--- src/rtl/fetch_pkg.sv ---
package fetch_pkg;

  localparam int WORD_W = 16;

  typedef enum logic [1:0] {
    ST_LOAD1 = 2'd0,
    ST_XFER1 = 2'd1,
    ST_LOAD2 = 2'd2,
    ST_XFER2 = 2'd3
  } seq_state_t;

  typedef struct packed {
    logic ir_load;
    logic pc_inc;
    logic bus2pc;
    logic ir2bus;
    logic bus2disp;
  } fetch_cmd_t;

  function automatic fetch_cmd_t decode_state(seq_state_t s);
    fetch_cmd_t c;
    c = '0;
    case (s)
      ST_LOAD1, ST_LOAD2: begin
        c.ir_load = 1'b1;
        c.pc_inc  = 1'b1;
      end
      default: begin
        c.ir2bus   = 1'b1;
        c.bus2disp = 1'b1;
      end
    endcase
    return c;
  endfunction

endpackage

--- src/rtl/fetch_rom.sv ---
module fetch_rom #(
  parameter int ADDR_W    = 8,
  parameter int DATA_W    = 16,
  parameter int PRELOAD_N = 4,
  parameter logic [PRELOAD_N*DATA_W-1:0] PRELOAD = '0
) (
  input  logic [ADDR_W-1:0] addr,
  output logic [DATA_W-1:0] word
);
  localparam int DEPTH = 1 << ADDR_W;

  always_comb begin
    word = '0;
    for (int i = 0; i < PRELOAD_N; i++) begin
      if (i < DEPTH && addr == i[ADDR_W-1:0]) word = PRELOAD[i*DATA_W +: DATA_W];
    end
  end
endmodule

--- src/rtl/pc_unit.sv ---
module pc_unit #(
  parameter int DATA_W = 16
) (
  input  logic              clk,
  input  logic              rst,
  input  logic              cmd_inc,
  input  logic              cmd_bus2pc,
  input  logic [DATA_W-1:0] bus_val,
  output logic [DATA_W-1:0] pc
);
  logic [DATA_W-1:0] pc_plus1;
  logic [DATA_W-1:0] pc_next;
  logic              pc_ce;

  function automatic logic [DATA_W-1:0] add_cin(logic [DATA_W-1:0] a,
                                                logic [DATA_W-1:0] b,
                                                logic              cin);
    return a + b + {{(DATA_W-1){1'b0}}, cin};
  endfunction

  assign pc_plus1 = add_cin(pc, '0, 1'b1);
  assign pc_next  = cmd_bus2pc ? bus_val : pc_plus1;
  assign pc_ce    = cmd_bus2pc | cmd_inc;

  always_ff @(posedge clk) begin
    if (rst)        pc <= '0;
    else if (pc_ce) pc <= pc_next;
  end

  // commands never overlap
  a_r8_cmds_exclusive: assert property (@(posedge clk) disable iff (rst)
    !(cmd_inc && cmd_bus2pc));

  // an increment advances the counter by exactly one
  a_r8_pc_step: assert property (@(posedge clk) disable iff (rst)
    (cmd_inc && !cmd_bus2pc) |=> pc == $past(pc) + 1'b1);

  // without a command the counter holds
  a_r6_pc_hold: assert property (@(posedge clk) disable iff (rst)
    (!cmd_inc && !cmd_bus2pc) |=> $stable(pc));
endmodule

--- src/rtl/fetch_sequencer.sv ---
module fetch_sequencer
  import fetch_pkg::*;
#(
  parameter bit TWO_FETCH = 1'b0
) (
  input  logic       clk,
  input  logic       rst,
  output fetch_cmd_t cmd
);
  seq_state_t state, state_nx;
  logic       at_final;

  generate
    if (TWO_FETCH) begin : g_two
      always_comb begin
        case (state)
          ST_LOAD1: state_nx = ST_XFER1;
          ST_XFER1: state_nx = ST_LOAD2;
          ST_LOAD2: state_nx = ST_XFER2;
          default:  state_nx = ST_XFER2;
        endcase
      end
      assign at_final = (state == ST_XFER2);
    end else begin : g_one
      always_comb begin
        case (state)
          ST_LOAD1: state_nx = ST_XFER1;
          default:  state_nx = ST_XFER1;
        endcase
      end
      assign at_final = (state == ST_XFER1);
    end
  endgenerate

  always_ff @(posedge clk) begin
    if (rst) begin
      state <= ST_LOAD1;
      cmd   <= '0;
    end else begin
      state <= state_nx;
      cmd   <= decode_state(state);
    end
  end

  // the final transfer state holds forever
  a_r4_final_holds: assert property (@(posedge clk) disable iff (rst)
    at_final |=> at_final);

  // the bus-to-PC command is never issued by this sequence
  a_r8_no_bus2pc: assert property (@(posedge clk) disable iff (rst)
    !cmd.bus2pc);
endmodule

--- src/rtl/fetch_display_top.sv ---
module fetch_display_top
  import fetch_pkg::*;
#(
  parameter int DATA_W    = WORD_W,
  parameter int ADDR_W    = 8,
  parameter bit TWO_FETCH = 1'b0,
  parameter int PRELOAD_N = 4,
  parameter logic [PRELOAD_N*DATA_W-1:0] PRELOAD =
    {16'h7E42, 16'hC0DE, 16'h5A3C, 16'h1B81}
) (
  input  logic              clk,
  input  logic              rst,
  input  logic [DATA_W-1:0] jump_bus,
  output logic [DATA_W-1:0] pc_o,
  output logic [DATA_W-1:0] ir_o,
  output logic [DATA_W-1:0] disp_o
);
  fetch_cmd_t        cmd;
  logic [DATA_W-1:0] rom_word;
  logic [DATA_W-1:0] bus_val;

  fetch_sequencer #(.TWO_FETCH(TWO_FETCH)) seq_i (
    .clk (clk),
    .rst (rst),
    .cmd (cmd)
  );

  pc_unit #(.DATA_W(DATA_W)) pcu_i (
    .clk        (clk),
    .rst        (rst),
    .cmd_inc    (cmd.pc_inc),
    .cmd_bus2pc (cmd.bus2pc),
    .bus_val    (bus_val),
    .pc         (pc_o)
  );

  fetch_rom #(
    .ADDR_W    (ADDR_W),
    .DATA_W    (DATA_W),
    .PRELOAD_N (PRELOAD_N),
    .PRELOAD   (PRELOAD)
  ) rom_i (
    .addr (pc_o[ADDR_W-1:0]),
    .word (rom_word)
  );

  assign bus_val = cmd.ir2bus ? ir_o : jump_bus;

  always_ff @(posedge clk) begin
    if (rst)              ir_o <= '0;
    else if (cmd.ir_load) ir_o <= rom_word;
  end

  always_ff @(posedge clk) begin
    if (rst)               disp_o <= '0;
    else if (cmd.bus2disp) disp_o <= bus_val;
  end

  // instruction register captures the ROM word at the load
  a_r2_ir_capture: assert property (@(posedge clk) disable iff (rst)
    cmd.ir_load |=> ir_o == $past(rom_word));

  // display register captures the bus value at the transfer
  a_r3_disp_capture: assert property (@(posedge clk) disable iff (rst)
    cmd.bus2disp |=> disp_o == $past(bus_val));

  // the transfer drives the instruction register onto the bus
  a_r3_bus_source: assert property (@(posedge clk) disable iff (rst)
    cmd.ir2bus |-> bus_val == ir_o);

  // display register untouched outside a transfer
  a_r6_disp_hold: assert property (@(posedge clk) disable iff (rst)
    !cmd.bus2disp |=> $stable(disp_o));
endmodule

--- config.mk ---
export PLATFORM = sky130hd
export DESIGN_NAME = fetch_display_top
export DESIGN_NICKNAME = d
export VERILOG_FILES = /design/src/rtl/fetch_pkg.sv /design/src/rtl/fetch_rom.sv /design/src/rtl/pc_unit.sv /design/src/rtl/fetch_sequencer.sv /design/src/rtl/fetch_display_top.sv
export SDC_FILE = /design/constraint.sdc
export NUM_CORES = 1
export LEC_CHECK = 0
export ABC_AREA = 1
export ABC_CLOCK_PERIOD_IN_PS = 1280
export CELL_PAD_IN_SITES_DETAIL_PLACEMENT = 2
export CELL_PAD_IN_SITES_GLOBAL_PLACEMENT = 2
export CORE_MARGIN = 10
export CORE_UTILIZATION = 24
export DETAILED_ROUTE_END_ITERATION = 16
export GPL_TIMING_DRIVEN = 0
export PLACE_DENSITY = 0.78
export SLEW_MARGIN = 15
export SYNTH_ARGS = -nofsm -noshare
export SYNTH_HDL_FRONTEND = slang
export SYNTH_HIERARCHICAL = 1
export SYNTH_SLANG_ARGS = --single-unit
--- constraint.sdc ---
create_clock -name clk -period 1.28 [get_ports clk]
set_input_delay 0.256 -clock clk [delete_from_list [all_inputs] [get_ports clk]]
set_output_delay 0.256 -clock clk [all_outputs]
set_load 0.1 [all_outputs]
# Word-level counts from Yosys, hierarchy flattened

Cells that the tools add are included.

Register bits after elaboration: 53
Input port bits: 18
Output and inout bits: 48
Logic and storage cells: 26

$add $sub $neg: 1
Eq/ne operators: 4
Muxes and demuxes: 9
Bitwise gates (word level): 1
Reduce and logical (&&, ||, !) cells: 3

Operators with widths:

| operator                                                        | count |
|---|---|
| 16-bit 2-to-1 mux                                               | 4 |
| 16-bit by 1-bit adder with 16-bit output, second input constant | 1 |
| 8-bit by 2-bit == test with 1-bit output, second input constant | 2 |
| 15-bit 2-to-1 mux                                               | 1 |
| 13-bit 2-to-1 mux                                               | 1 |
| 8-bit by 1-bit == test with 1-bit output, second input constant | 1 |
| 8-bit zero test                                                 | 1 |
| 2-bit 2-to-1 mux                                                | 2 |
| 1-bit by 2-bit == test with 1-bit output, second input constant | 1 |
| 2-bit zero test                                                 | 1 |
| 2-bit OR reduction                                              | 1 |
| 1-bit 2-to-1 mux                                                | 1 |
| 1-bit bitwise OR, first input constant                          | 1 |

# Depth between registers and ports, before layout

Word-level depth: 5
Mapped depth: 10
Gate-level depth less buffers: 8

# Modules after synthesis

Netlist, hierarchy kept.

By module, submodules not included:

| module            | instances | cells an instance | area each (um^2) | seq. area each (um^2) |
|---|---|---|---|---|
| fetch_display_top | 1         | 222               | 1508.9           | 640.6 |
| pc_unit           | 1         | 148               | 1006.0           | 320.3 |
| fetch_rom         | 1         | 37                | 202.7            | 0.0 |
| fetch_sequencer   | 1         | 11                | 103.8            | 60.1 |

# Worst setup path after synthesis

Ideal clock, no wire load.

Kind: register to register
Start: register pcu_i.pc[0]
End: register pcu_i.pc[10]
Setup time: 0.132 ns
Data arrival time: 2.014 ns
Data required time: 1.148 ns
Setup slack: -0.866 ns
Stages on the path, launching flop included: 9
Buffers on the path: 0
Period minus slack after synthesis: 2.146 ns
Cell sequence: dfxtp_1 -> ha_1 -> nand3_2 -> inv_2 -> nand2_2 -> nor2_1 -> nand2_1 -> nand3_1 -> a21oi_1

Cells in the longest elaborated chain, start to end: 2

Ends and longest elaborated chain:

| item                                     | RTL line      | source |
|---|---|---|
| from (decl)                              | pc_unit.sv:9  | `output logic [DATA_W-1:0] pc` |
| from (signal assigned)                   | pc_unit.sv:27 | `else if (pc_ce) pc <= pc_next;` |
| 16-bit by 1-bit adder with 16-bit output | pc_unit.sv:18 | `return a + b + {{(DATA_W-1){1'b0}}, cin};` |
| 16-bit 2-to-1 mux                        | pc_unit.sv:22 | `assign pc_next = cmd_bus2pc ? bus_val : pc_plus1;` |

No other way between the ends.
A chain may end at the register's enable or synchronous reset.

# Worst setup path in the final report

Start: register pcu_i.pc[1]
End: output port pc_o[1]

RTL lines:

| item      | RTL line                | source |
|---|---|---|
| to (decl) | fetch_display_top.sv:14 | `output logic [DATA_W-1:0] pc_o,` |

No word-level cell between the ends.

==> metrics.txt <==
outcome=finished, final reports clean; Final Hold Vio Count=0; starting density of the core=about a quarter; clk sinks=51; GP Congestion=0.802; IO Port Bufs=65; antenna cells=0; DRT Pass-1 Iters=4; Min Clock Period, post-route=approximately 1.3 ns; worst setup path endpoint=pc_o[1]; share of layout cells above drive strength 1=between 30% and 40%; Post-synth ARST share=0%; WP depth=2; Post-DP HPWL=about 8300 µm; register area share after synthesis=36.2%; CP startpoint kind=flop; CTS Buf Count=5; DR WL/cell=around 17 µm; CP max stage delay=0.42 ns; CP Buf/Inv Count=2; Post-Synthesis Cells=418; area delta synth->final=41.7%; setup slack, reg-to-reg=between 0.009 and 0.01 ns; syn_area_per_cell=just under 7 µm²; Power Dens Cells=1140 nW/µm²; CTS Buffer Depth=2; Pwr Total=4.56 mW; vias=2,959; cell chain of the critical path=buf_4 -> buf_12; Top FF cell, synth=dfxtp_1; Rows=39; Worst-path clk slew=0.07 ns; clk_lat worst skew=0.29 ns; height of the die=128 µm; crit path launch=pcu_i/pc[1]; slew margin rel.=between 60% and 70%; largest net degree at the start of global routing=15; commonest cells in the netlist=nand2_1, dfxtp_1, nor2_1, inv_1, nand3_1; FF+latch count, synth=51; Critical Path End Type=output pin; width of the die=128 µm; RSZ-0062 raised after global routing=true; Max Freq=roughly 790 MHz; slowest CP cell=dfxtp_4; CTS tree=built; grt total ovfl=0; Final period util=99.3%; first-pass GRT wire length=approximately 17,000 µm; Largest delay share family, worst path=flip-flops; setup violators final=0; Max Slew Vio Count=0; Core Area=11,500 µm²; RR Endpoint=pcu_i/pc[14]; initial antenna violation count=0; Critical R2R Launch=pcu_i/pc[0]; Setup Skew=~0.0079 ns; Max VDD drop=0.602 mV; DRC=0; Yosys cell types=31; WP data required=1.02 ns; final WL=10,700 µm; Tightest Pin Transition=0.501 ns; Mapped Area=around 2800 µm²; Pleak=1.85 nW; nets@finish=518; Synth Net Count=437; max cap viols=0; top cell type by total area after synthesis=dfxtp_1; Initial DRC Count=76; Boundary Pins=66; reg2reg path depth=7; root buf cell=clkbuf_16; die area=16,500 µm²; CP max FO=8; Crit Path Category=reg -> out; vias in the first global route=3,227; H-tree Lvls=2; top cells by area, synth=dfxtp_1, nand2_1, nor2_1; EDFF count, synth=0; Synth Warn #=6; WP data arrival=1.01 ns; post-route ant nets=0; GR Util All Layers=12.5%; post-DR vias/cell=4.60; area share of the largest cell type after synthesis=36.2%; most frequent cell after synthesis=nand2_1; worst hold-check path type=reg -> reg; setup tns final=0 ns
[layer usage]
metal  share of wire [%]  vias up  track usage, %
met3                 4.3        9            3.00
met5                   0        -               0
li1                    -     1462               -
met2                  52       41            22.9
met4                 1.0        0            2.72
met1                  43     1447            14.3
[timing repair]
action                                  in CTS  in global routing
hold buffers                                 0                  0
gates resized for setup                    300                 25
cloned                                       0                  0
pin swaps                                    0                  9
buffers inserted                             3                  7
endpoints found under the setup margin      90                 28
[kinds of logic (layout without fill, tap and decap cells)]
kind of cell / Yosys count / in the layout / share of synthesized area [%]
compound gates: 48 / 48 / 9.98
xor+xnor: 7 / 7 / 2.17
fa+ha+maj: 1 / 1 / 0.443
flops: 51 / 51 / 36.2
simple gates: 239 / 239 / 37.5
buf+inv: 71 / 153 / 13.6
other cells: 1 / 1 / 0.133
[sequential cells by signal, summed over array words and instances (netlist names)]
| register | flops |
|---|---|
| seq_i/cmd | 2 |
| seq_i/state | 1 |
| pcu_i/pc | 16 |
| ir_o | 16 |
| disp_o | 16 |
[power breakdown]
part	total [mW]	internal [mW]	switching, mW
Clock	1.42	0.834	0.588
Combinational	1.36	0.398	0.965
Sequential	1.78	1.67	0.114
[cell usage in the layout, fill, tap and decap left out, types with 3 or more instances in the layout]
| master | n |
|---|---|
| buf_12 | 3 |
| a21oi_1 | 25 |
| clkbuf_16 | 5 |
| buf_6 | 11 |
| clkdlybuf4s50_1 | 16 |
| a21oi_2 | 4 |
| nand3_1 | 29 |
| xor2_1 | 5 |
| dfxtp_1 | 16 |
| dfxtp_4 | 16 |
| nor2_1 | 40 |
| dfxtp_2 | 19 |
| nand3_2 | 4 |
| buf_2 | 5 |
| nand2_2 | 21 |
| a22oi_1 | 10 |
| o21ai_0 | 4 |
| inv_1 | 39 |
| nand2_1 | 120 |
| nor2_2 | 11 |
| nand4_1 | 4 |
| nor2_4 | 7 |
| buf_4 | 62 |
[layout make-up]
cell class / count / area, µm²
flip-flops and latches: 51 / 1100
plain buffers: 25 / 213
fillers: 1347 / 7470
clock buffers: 8 / 156
well taps: 143 / 179
inverters: 45 / 180
repair buffers: 75 / 641
multi-input cells: 296 / 1520
[stage by stage]
| step | cell area (µm²) | utilization, % | hold slack (ns) | std cells | worst slack [ns] |
|---|---|---|---|---|---|
| after floorplan | 2950 | - | 0.313 | 418 | -0.0991 |
| after global placement | 3770 | 32.9 | 0.400 | 626 | -0.563 |
| after detailed placement | 3770 | 32.9 | 0.412 | 626 | -0.565 |
| after CTS | 3860 | 33.7 | 0.422 | 637 | -0.0100 |
| after global routing | 4000 | 34.9 | 0.453 | 643 | -0.0683 |
| final | 4000 | 34.9 | 0.434 | 643 | 0.00917 |
[worst min-delay path by stage]
stage | startpoint | to | cells past startpoint
after floorplan | rst | seq_i/state[0] | 1
after global placement | seq_i/state[0] | seq_i/cmd[3] | 1
after detailed placement | seq_i/state[0] | seq_i/cmd[3] | 1
after CTS | seq_i/state[0] | seq_i/cmd[3] | 1
after global routing | seq_i/state[0] | seq_i/cmd[3] | 1
final | seq_i/state[0] | seq_i/cmd[3] | 1
(Power assumes the default switching activity.)
